File: src/rtl/sinc3_pkg.sv
package sinc3_pkg;

    typedef enum logic [1:0] {
        RATE_64    = 2'b00,
        RATE_128   = 2'b01,
        RATE_256   = 2'b10,
        RATE_256_B = 2'b11
    } rate_code_e;

    typedef enum logic {
        ST_FILL = 1'b0,
        ST_RUN  = 1'b1
    } dec_state_e;

    // log2 of the decimation ratio for a select code
    function automatic int rate_log(input logic [1:0] sel, input int log_max);
        int l;
        unique case (sel)
            RATE_64:  l = log_max - 2;
            RATE_128: l = log_max - 1;
            default:  l = log_max;
        endcase
        return l;
    endfunction

endpackage

File: src/rtl/sinc3_integ.sv
module sinc3_integ #(
    parameter int ACC_W  = 25,
    parameter int STAGES = 3
) (
    input  logic             clk,
    input  logic             clr,
    input  logic             sd_bit,
    output logic [ACC_W-1:0] acc_out
);

    for (genvar g = 0; g < STAGES; g++) begin : g_st
        logic [ACC_W-1:0] acc_q;
        logic [ACC_W-1:0] addend;

        if (g == 0) begin : g_first
            assign addend = {{(ACC_W-1){1'b0}}, sd_bit};
        end else begin : g_next
            assign addend = g_st[g-1].acc_q;
        end

        always_ff @(posedge clk) begin
            if (clr) begin
                acc_q <= '0;
            end else begin
                acc_q <= acc_q + addend;
            end
        end
    end

    assign acc_out = g_st[STAGES-1].acc_q;

endmodule

File: src/rtl/sinc3_comb.sv
module sinc3_comb #(
    parameter int ACC_W  = 25,
    parameter int STAGES = 3
) (
    input  logic             clk,
    input  logic             clr,
    input  logic             en,
    input  logic [ACC_W-1:0] din,
    output logic [ACC_W-1:0] dout
);

    for (genvar g = 0; g < STAGES; g++) begin : g_st
        logic [ACC_W-1:0] stage_in;
        logic [ACC_W-1:0] hist_q;
        logic [ACC_W-1:0] diff;

        if (g == 0) begin : g_first
            assign stage_in = din;
        end else begin : g_next
            assign stage_in = g_st[g-1].diff;
        end

        assign diff = stage_in - hist_q;

        always_ff @(posedge clk) begin
            if (clr) begin
                hist_q <= '0;
            end else if (en) begin
                hist_q <= stage_in;
            end
        end
    end

    assign dout = g_st[STAGES-1].diff;

endmodule

File: src/rtl/sinc3_ctrl.sv
module sinc3_ctrl
    import sinc3_pkg::*;
#(
    parameter int LOG_R_MAX = 8,
    parameter int STAGES    = 3
) (
    input  logic       clk,
    input  logic       rst,
    input  logic [1:0] rate_sel,
    output logic       clr,
    output logic       strobe,
    output logic       emit,
    output logic [1:0] sel_now
);

    localparam int CNT_W  = LOG_R_MAX;
    localparam int FILL_W = $clog2(STAGES + 1);
    localparam logic [FILL_W-1:0] FILL_LAST = FILL_W'(STAGES - 1);

    logic [1:0]        sel_q;
    logic [CNT_W-1:0]  cnt_q;
    logic [CNT_W-1:0]  r_last;
    logic [FILL_W-1:0] fill_q, fill_d;
    dec_state_e        state_q, state_d;
    logic              chg;

    assign chg     = (rate_sel != sel_q);
    assign clr     = rst | chg;
    assign sel_now = sel_q;

    always_comb begin
        r_last = CNT_W'((1 << rate_log(sel_q, LOG_R_MAX)) - 1);
    end

    assign strobe = !clr && (cnt_q == r_last);

    always_ff @(posedge clk) begin
        if (clr) begin
            sel_q <= rate_sel;
            cnt_q <= '0;
        end else if (strobe) begin
            cnt_q <= '0;
        end else begin
            cnt_q <= cnt_q + 1'b1;
        end
    end

    // state register
    always_ff @(posedge clk) begin
        if (clr) begin
            state_q <= ST_FILL;
            fill_q  <= '0;
        end else begin
            state_q <= state_d;
            fill_q  <= fill_d;
        end
    end

    // next state and outputs
    always_comb begin
        state_d = state_q;
        fill_d  = fill_q;
        emit    = 1'b0;
        unique case (state_q)
            ST_FILL: begin
                if (strobe) begin
                    if (fill_q == FILL_LAST) begin
                        state_d = ST_RUN;
                        fill_d  = '0;
                    end else begin
                        fill_d = fill_q + 1'b1;
                    end
                end
            end
            ST_RUN: begin
                emit = strobe;
            end
            default: begin
                state_d = ST_FILL;
            end
        endcase
    end

    AST_CNT_RANGE: assert property (@(posedge clk) disable iff (rst)
        cnt_q <= r_last);

    AST_CLEAR_RESTART: assert property (@(posedge clk) disable iff (rst)
        $past(chg) |-> (cnt_q == '0 && state_q == ST_FILL));

    AST_FILL_EXIT_ON_STROBE: assert property (@(posedge clk) disable iff (rst)
        (state_q == ST_RUN && $past(state_q) == ST_FILL) |-> $past(strobe));

endmodule

File: src/rtl/sinc3_decimator.sv
module sinc3_decimator
    import sinc3_pkg::*;
#(
    parameter int LOG_R_MAX = 8,
    parameter int OUT_W     = 16,
    parameter int STAGES    = 3
) (
    input  logic             clk,
    input  logic             rst,
    input  logic             sd_bit,
    input  logic [1:0]       rate_sel,
    output logic [OUT_W-1:0] word_out,
    output logic             word_valid
);

    localparam int ACC_W = STAGES * LOG_R_MAX + 1;
    localparam int SH_W  = $clog2(ACC_W);

    logic             clr, strobe, emit;
    logic [1:0]       sel_now;
    logic [ACC_W-1:0] integ_out, comb_out, scaled;
    logic [SH_W-1:0]  shift_amt;
    logic [OUT_W-1:0] sat_word;
    logic [OUT_W-1:0] word_q;
    logic             valid_q;

    sinc3_ctrl #(.LOG_R_MAX(LOG_R_MAX), .STAGES(STAGES)) u_ctrl (
        .clk(clk), .rst(rst), .rate_sel(rate_sel),
        .clr(clr), .strobe(strobe), .emit(emit), .sel_now(sel_now)
    );

    sinc3_integ #(.ACC_W(ACC_W), .STAGES(STAGES)) u_integ (
        .clk(clk), .clr(clr), .sd_bit(sd_bit), .acc_out(integ_out)
    );

    sinc3_comb #(.ACC_W(ACC_W), .STAGES(STAGES)) u_comb (
        .clk(clk), .clr(clr), .en(strobe), .din(integ_out), .dout(comb_out)
    );

    // normalise every ratio onto the same output scale
    always_comb begin
        shift_amt = SH_W'(STAGES * rate_log(sel_now, LOG_R_MAX) - OUT_W);
        scaled    = comb_out >> shift_amt;
        sat_word  = (|scaled[ACC_W-1:OUT_W]) ? {OUT_W{1'b1}} : scaled[OUT_W-1:0];
    end

    always_ff @(posedge clk) begin
        if (rst) begin
            word_q  <= '0;
            valid_q <= 1'b0;
        end else begin
            valid_q <= emit;
            if (emit) begin
                word_q <= sat_word;
            end
        end
    end

    assign word_out   = word_q;
    assign word_valid = valid_q;

    AST_WORD_HOLD: assert property (@(posedge clk) disable iff (rst)
        !valid_q |-> $stable(word_q));

    AST_NO_BACK_TO_BACK: assert property (@(posedge clk) disable iff (rst)
        valid_q |=> !valid_q);

endmodule

File: config.mk
export PLATFORM = sky130hd
export DESIGN_NAME = sinc3_decimator
export DESIGN_NICKNAME = d
export VERILOG_FILES = /design/src/rtl/sinc3_pkg.sv /design/src/rtl/sinc3_integ.sv /design/src/rtl/sinc3_comb.sv /design/src/rtl/sinc3_ctrl.sv /design/src/rtl/sinc3_decimator.sv
export SDC_FILE = /design/constraint.sdc
export NUM_CORES = 1
export LEC_CHECK = 0
export BUFFER_PORTS_ARGS = -buffer_cell sky130_fd_sc_hd__buf_2
export CORE_MARGIN = 2
export CORE_UTILIZATION = 65
export CTS_CLUSTER_SIZE = 10
export DETAILED_ROUTE_END_ITERATION = 8
export PLACE_DENSITY = 0.82
export SLEW_MARGIN = 40
export SYNTH_ARGS = -nofsm -noshare
export SYNTH_HDL_FRONTEND = slang
export SYNTH_SLANG_ARGS = --single-unit
File: constraint.sdc
create_clock -name clk -period 11 [get_ports clk]
set_clock_uncertainty 0.2 [all_clocks]
set_input_delay 2.2 -clock clk [delete_from_list [all_inputs] [get_ports clk]]
set_output_delay 2.2 -clock clk [all_outputs]
set_load 0.02 [all_outputs]
* Yosys cells after proc, flatten, opt, wreduce, memory -nomap -nowiden *
Index checks and enable logic that the tools add are counted.

storage, ports and cells
  bits in registers = 180
  logic and storage cells = 44
  output and inout bits = 17

operators by class
  bitwise logic cells = 2
  equal/unequal tests = 4
  reduce and logical (&&, ||, !) cells = 6
  shifts and indexed selects = 2
  muxes and demuxes = 7
  $add $sub $neg = 10
  $mul = 1

operators by type and width
  cell                                               count
  subtractor 25 bit                                  3
  adder 25 bit                                       2
  adder 25 x 1 -> 25 bit                             1
  >> shifter 25 x 5 -> 25 bit                        1
  2-to-1 mux 16 bit                                  1
  OR reduction 9 bit                                 1
  adder 8 x 1 -> 8 bit (second input constant)       1
  == test 8 bit                                      1
  case mux 4 bit (2 select lines)                    1
  << shifter 1 x 4 -> 8 bit (first input constant)   1
  subtractor 8 x 2 -> 8 bit (second input constant)  1
  multiplier 2 x 4 -> 5 bit (first input constant)   1
  subtractor 5 bit (second input constant)           1
  2-to-1 mux 1 bit                                   4
  adder 2 x 1 -> 2 bit (second input constant)       1
  == test 2 x 1 -> 1 bit (second input constant)     1
  == test 2 bit (second input constant)              1
  logical NOT 2 bit                                  1
  2-to-1 mux 2 bit                                   1
  inequality test 2 bit                              1
  AND reduction 2 bit                                1
  OR reduction 2 bit                                 1
  logical AND 1 bit                                  1
  logical NOT 1 bit                                  1
  other kinds (2)                                    2

* Longest topological paths before layout *
  depth after elaboration = 8
  mapped depth = 31
  gate-level depth less buffers = 30

* Cells and area by module *
A second synthesis with hierarchy kept.

unflattened totals
  cells, all modules = 1,557
  area total of the unflattened synthesis = 12,949.9 sq um

modules (own cells, without submodules)
  module           seq. area each (sq um)  area an instance (sq um)  cells each  times used
  sinc3_comb       1,501.4                 6,303.5                   782         1
  sinc3_integ      1,501.4                 4,907.2                   596         1
  sinc3_decimator  340.3                   1,152.4                   117         1
  sinc3_ctrl       280.3                   586.8                     62          1

* Least setup slack after synthesis *
OpenSTA, ideal clock, no wires.

  kind = register -> register
  start point = register u_integ.g_st[2].acc_q[0], in the netlist u_integ.acc_out[0]
  end point = register word_q[10], in the netlist word_out[10]
  buffers on the path = 1
  period minus slack after synthesis = 6,123 ps
  library setup time = 81 ps
  data arrival time = 5,843 ps
  stages on the path, launching flop included = 27
  setup slack = 4,877 ps
  required time = 10,719 ps
  cell sequence = dfxtp_1 > inv_1 > ha_1 > fa_1 > nand2b_1 > a21oi_1 > o22a_2 > a21o_1 > a21oi_1 > xnor2_1 > ha_1 > or3_1 > nor3_1 > a211oi_1 > a221o_1 > a21o_1 > a211o_1 > o21a_1 > ha_1 > a21o_1 > a21oi_1 > mux2_2 > nor3b_1 > o41ai_1 > a41o_2 > buf_2 > a41oi_1

between the ends
  cells in the longest elaborated chain, start to end = 6

RTL lines
  item                             line                   RTL
  start, declared                  sinc3_integ.sv:12      logic [ACC_W-1:0] acc_q;
  start signal, assigned           sinc3_integ.sv:25      acc_q <= acc_q + addend;
  subtractor 25 bit (*)            sinc3_comb.sv:23       assign diff = stage_in - hist_q;
  via u_comb.g_st[0].diff[10]      sinc3_comb.sv:15       logic [ACC_W-1:0] diff;
  subtractor 25 bit (*)            sinc3_comb.sv:23
  via u_comb.g_st[1].diff[17]      sinc3_comb.sv:15
  subtractor 25 bit (*)            sinc3_comb.sv:23
  >> shifter 25 x 5 -> 25 bit (*)  sinc3_decimator.sv:43  scaled = comb_out >> shift_amt;
  OR reduction 9 bit               sinc3_decimator.sv:44  sat_word = (|scaled[ACC_W-1:OUT_W]) ? {OUT_W{1'b1}} : scaled[OUT_W-1:0];
  2-to-1 mux 16 bit (*)            sinc3_decimator.sv:44
  end signal, assigned             sinc3_decimator.sv:54  word_q <= sat_word;
  end, declared                    sinc3_decimator.sv:24  logic [OUT_W-1:0] word_q;

The timed path passes the listed nets; every way through them passes the cells marked *.
A chain may end at the register's enable or synchronous reset.

* Final worst setup path *
  start point = register u_integ.g_st[2].acc_q[0], in the netlist u_integ.acc_out[0]
  end point = register word_q[2], in the netlist word_out[2]

The elaborated chain is that of the path after synthesis.

==> metrics.sh <==
RUN_STATUS='complete, no violations'
AREA_DELTA_SYNTH_FINAL_PCT=7.28
FIRST_PASS_ITERATION_COUNT_OF_THE_DETAILED_ROUTER=4
FF2FF_PATH_DEPTH=26
CTS_TREE='yes'
DESIGN.CORE.AREA_UM2=18600
DETAIL_ROUTE.WIRELENGTH_UM=24800
HIGHEST-SIGNAL-LAYER='met4'
AVGROUTEDWIREPERCELL_UM=13.9
REPORT.FINAL.SLEW_VIOL_COUNT=0
HOLD_PATH.CLASS='register to register'
CP_DATA_ARRIVAL_TIME_NS=6.93
DIE-AREA_UM2=19900
TRITONCTS_BUFFERS=17
SYNTHMUXAREASHARE_PCT=0.870
CRITICAL_PATH.ENDPOINT_TYPE='register'
WORST_HOLD_SLACK_NS=0.254
CRIT_PATH_END='word_out[2]'
SYNTH_COMPOUND_AREA_SHARE_PCT=23.0
FINAL-SETUP-VIOL-COUNT=0
WORST_SETUP_PATH_STARTPOINT='u_integ.acc_out[0]'
PLACEMENT_ROWS=50
SYNTH_FLOP_CELL='sky130_fd_sc_hd__dfxtp_1'
FIN_SETUP_TNS_NS=0
SYNTH_FA_HA_AREA_SHARE_PCT=13.5
POWER-PER-CELL-AREA_nW_PER_UM2=102
TOTAL_LEAKAGE_POWER_nW=5.38
DRTITER0DRC=423
WORST_SETUP_PATH_START_KIND='register'
CRIT_SLOWEST_CELL='sky130_fd_sc_hd__xnor2_2'
DP_AREA_UM2=12500
PORTBUFFERS=21
POST_SYNTH_INST_COUNT=1544
GRT_ANTENNA_BEFORE_REPAIR=0
ROUTED-WL-MET2_UM=12200
CTS-HTREE-LEVELS=4
GLOBALROUTEOVERFLOWTOTAL=0
POSTSYNTHREGISTERBITS=180
CRIT-REG2REG-CAPTURE='word_out[2]'
TIMING.MAX_CAP.VIOLATIONS=0
NUM-NETS-FINAL=1674
CLK_PIN_SLEW_WORST_PATHS_NS=0.07
POST_SYNTH_AND_OR_NAND_NOR_AREA_FRACTION_PCT=19.1
CRIT_FAMILY='compound AO/OA/AOI/OAI gates'
SYN_NETS=1678
GRT_PASS1_VIAS=9815
DETAIL-ROUTE-ANTENNA-NETS=0
YS_ASYNC_SR_FRACTION_PCT=0
SLEW-LIMIT-HEADROOM_PCT=45.7
MAXIMUM_NUMBER_OF_PINS_ON_ONE_NET_BEFORE_GLOBAL_ROUTE_REPAIR=76
DRT-MET1-WL_UM=11400
VIA_PER_INST=5.81
POST-ROUTE-PERIOD-UTIL_PCT=62.5
YOSYSMOSTFREQUENTCELL='sky130_fd_sc_hd__dfxtp_1'
DP.FINAL_HPWL_UM=18000
R2R_SETUP_SLACK_NS=4.13
INITIAL_UTILIZATION_PCT=65.8
TIMING.CRITICAL_PATH.REQUIRED_NS=11.06
COUNT_OF_WARNINGS_EMITTED_BY_YOSYS=0
N_FILL_CELL=1515
CLOCK-ROOT-BUFFER='sky130_fd_sc_hd__clkbuf_16'
CRIT_TYPE='register to register'
INSERTEDDIODECOUNT=0
NETLIST.AREA_LEADER.SHARE_PCT=29.2
SYNTH_ENABLE_FLOP_CELLS=2
NUM_VIAS=10400
TIMING.FINAL.CRIT_PERIOD_NS=6.87
FIRST_PASS_GRT_WIRE_LENGTH_UM=42500
POST_CTS_RESIZE_COUNT=0
DRIVE_GT1_SHARE_PCT=6.50
CRITPATHMAXFANOUT=16
R2R_PATH_START='u_integ.acc_out[0]'
SYNTH_SEQUENTIAL_AREA_RATIO_PCT=29.7
FINALHOLDVIOLATIONS=0
CTS.HOLD.BUFFERS_ADDED=0
WORST_IR_DROP_VDD_mV=0.101
GP_ROUTABILITY_CONGESTION=0.908
PEAK_PER_STAGE_DELAY_ON_THE_CRITICAL_PATH_NS=0.60
CRIT_PATH_BUF_INV_COUNT=1
GRT_UTIL_ALL_LAYERS_PCT=25.2
IO_PINS=22
SYNTH_TOP_CELLS_BY_AREA='sky130_fd_sc_hd__dfxtp_1 (29%), sky130_fd_sc_hd__ha_1 (13%), sky130_fd_sc_hd__a21oi_1 (6.0%)'
SYNTH_XOR_AREA_SHARE_PCT=8.73
DIE_HEIGHT_UM=141
WL_MET3_UM=696
SYNTH.CELL_AREA_UM2=12200
DIE_WIDTH_UM=141
TIMING.FMAX_GHz=0.145
SYNTH_TOP_FAMILY_BY_AREA='compound AO/OA/AOI/OAI gates'
POST-CTS-SETUP-BUFFERS=0
CLKSINKCOUNT=180
TIGHTEST_SLEW_NS=0.814
INSERTION_DELAY_NS=0.43
SYNTHDISTINCTLIBCELLS=78
DRC_ERRORS=0
WORST-PATH-STAGES=26
STDCELL_AREA_UM2=13100
SYNTH_TOP_CELLS_BY_COUNT='sky130_fd_sc_hd__dfxtp_1 (178), sky130_fd_sc_hd__nand2_1 (174), sky130_fd_sc_hd__a21oi_1 (146)'
GRT_SETUP_UNREPAIRED='false'
CTS_MAX_PATH_BUFFERS=2
SYN-MEAN-INSTANCE-AREA_UM2=7.91
SYNTH_TOP_AREA_CELL='sky130_fd_sc_hd__dfxtp_1'
registers in the layout (all words and copies together) (netlist names):
signal / flops
u_comb.g_st.hist_q: 75
u_ctrl.cnt_q: 8
u_ctrl.fill_q: 2
u_ctrl.sel_now: 2
u_ctrl.state_q: 1
u_integ.acc_out: 25
u_integ.g_st.acc_q: 50
word_out: 16
word_valid: 1
where the power goes:
group / total, mW / internal (mW) / switching (mW)
logic: 0.0481 / 0.0129 / 0.0352
registers: 0.656 / 0.654 / 0.00181
clock network: 0.639 / 0.374 / 0.264
total: 1.34 / 1.04 / 0.301
per-stage QoR:
| step | utilization [%] | total power, mW | instances | setup slack, ns |
|---|---|---|---|---|
| 4_1_cts | 70.6 | 1.35 | 1787 | 4.12 |
| 3_5_place_dp | 67.2 | 0.718 | 1755 | 4.22 |
| 3_3_place_gp | 67.2 | 0.717 | 1754 | 4.41 |
| 5_1_grt | 70.6 | 1.39 | 1787 | 3.51 |
| 2_1_floorplan | - | 0.706 | 1544 | 4.88 |
| 6_report | 70.6 | 1.34 | 1787 | 4.13 |
layer usage:
layer,track usage [%],vias up
met4,8.68,0
li1,-,5423
met2,46.4,152
met5,0,-
met3,4.04,37
met1,29.7,4765
area by class of cell:
cell class	instances	area, um^2	area share (%)
clock buffer	18	450	3.44
clock inverter	14	170	1.30
inverter	113	427	3.25
multi-input combinational	1200	7990	60.9
sequential	180	3620	27.6
tap	234	293	2.23
timing repair buffer	28	161	1.23
cells by family (layout without fill, tap and decap cells):
kind of cell,count (synthesis),in the layout
AO/OA/AOI/OAI,435,435
multiplexers,10,10
buffers and inverters,164,173
XOR/XNOR,121,121
AND/OR/NAND/NOR,505,505
adder cells (fa/ha/maj),129,129
flip-flops,180,180
worst min-delay path by stage:
stage                                    from                        end  slack (ns)  depth (start not counted)
CTS                 u_comb.g_st[0].hist_q[10]  u_comb.g_st[0].hist_q[10]        0.26                          2
global route        u_comb.g_st[1].hist_q[18]  u_comb.g_st[1].hist_q[18]        0.27                          2
floorplan                     u_ctrl.cnt_q[0]            u_ctrl.cnt_q[0]        0.23                          1
finish              u_comb.g_st[1].hist_q[12]  u_comb.g_st[1].hist_q[12]        0.25                          2
detailed placement  u_comb.g_st[0].hist_q[10]  u_comb.g_st[0].hist_q[10]        0.25                          2
global placement              u_ctrl.cnt_q[0]            u_ctrl.cnt_q[0]        0.24                          1
cell usage in the layout (no fill, tap or decap), types with 22 or more instances in the layout:
| cell type | instances |
|---|---|
| sky130_fd_sc_hd__inv_1 | 112 |
| sky130_fd_sc_hd__dfxtp_1 | 178 |
| sky130_fd_sc_hd__and3_1 | 24 |
| sky130_fd_sc_hd__nand2_1 | 174 |
| sky130_fd_sc_hd__o21a_1 | 35 |
| sky130_fd_sc_hd__nand2b_1 | 22 |
| sky130_fd_sc_hd__xor2_1 | 60 |
| sky130_fd_sc_hd__nor3_1 | 37 |
| sky130_fd_sc_hd__xnor2_1 | 60 |
| sky130_fd_sc_hd__a211oi_1 | 23 |
| sky130_fd_sc_hd__ha_1 | 124 |
| sky130_fd_sc_hd__o21ai_0 | 84 |
| sky130_fd_sc_hd__nor2_1 | 132 |
| sky130_fd_sc_hd__a21oi_1 | 146 |
| sky130_fd_sc_hd__nand3_1 | 33 |
| sky130_fd_sc_hd__a21o_1 | 38 |
worst min-delay path, delay by kind of cell, from the launching register on:
family	cells	cell delay, ns
and+or+nand+nor	1	0.05
AOI/OAI and AO/OA	1	0.05
DFF	1	0.31
Power figures use the tool's default switching activity.
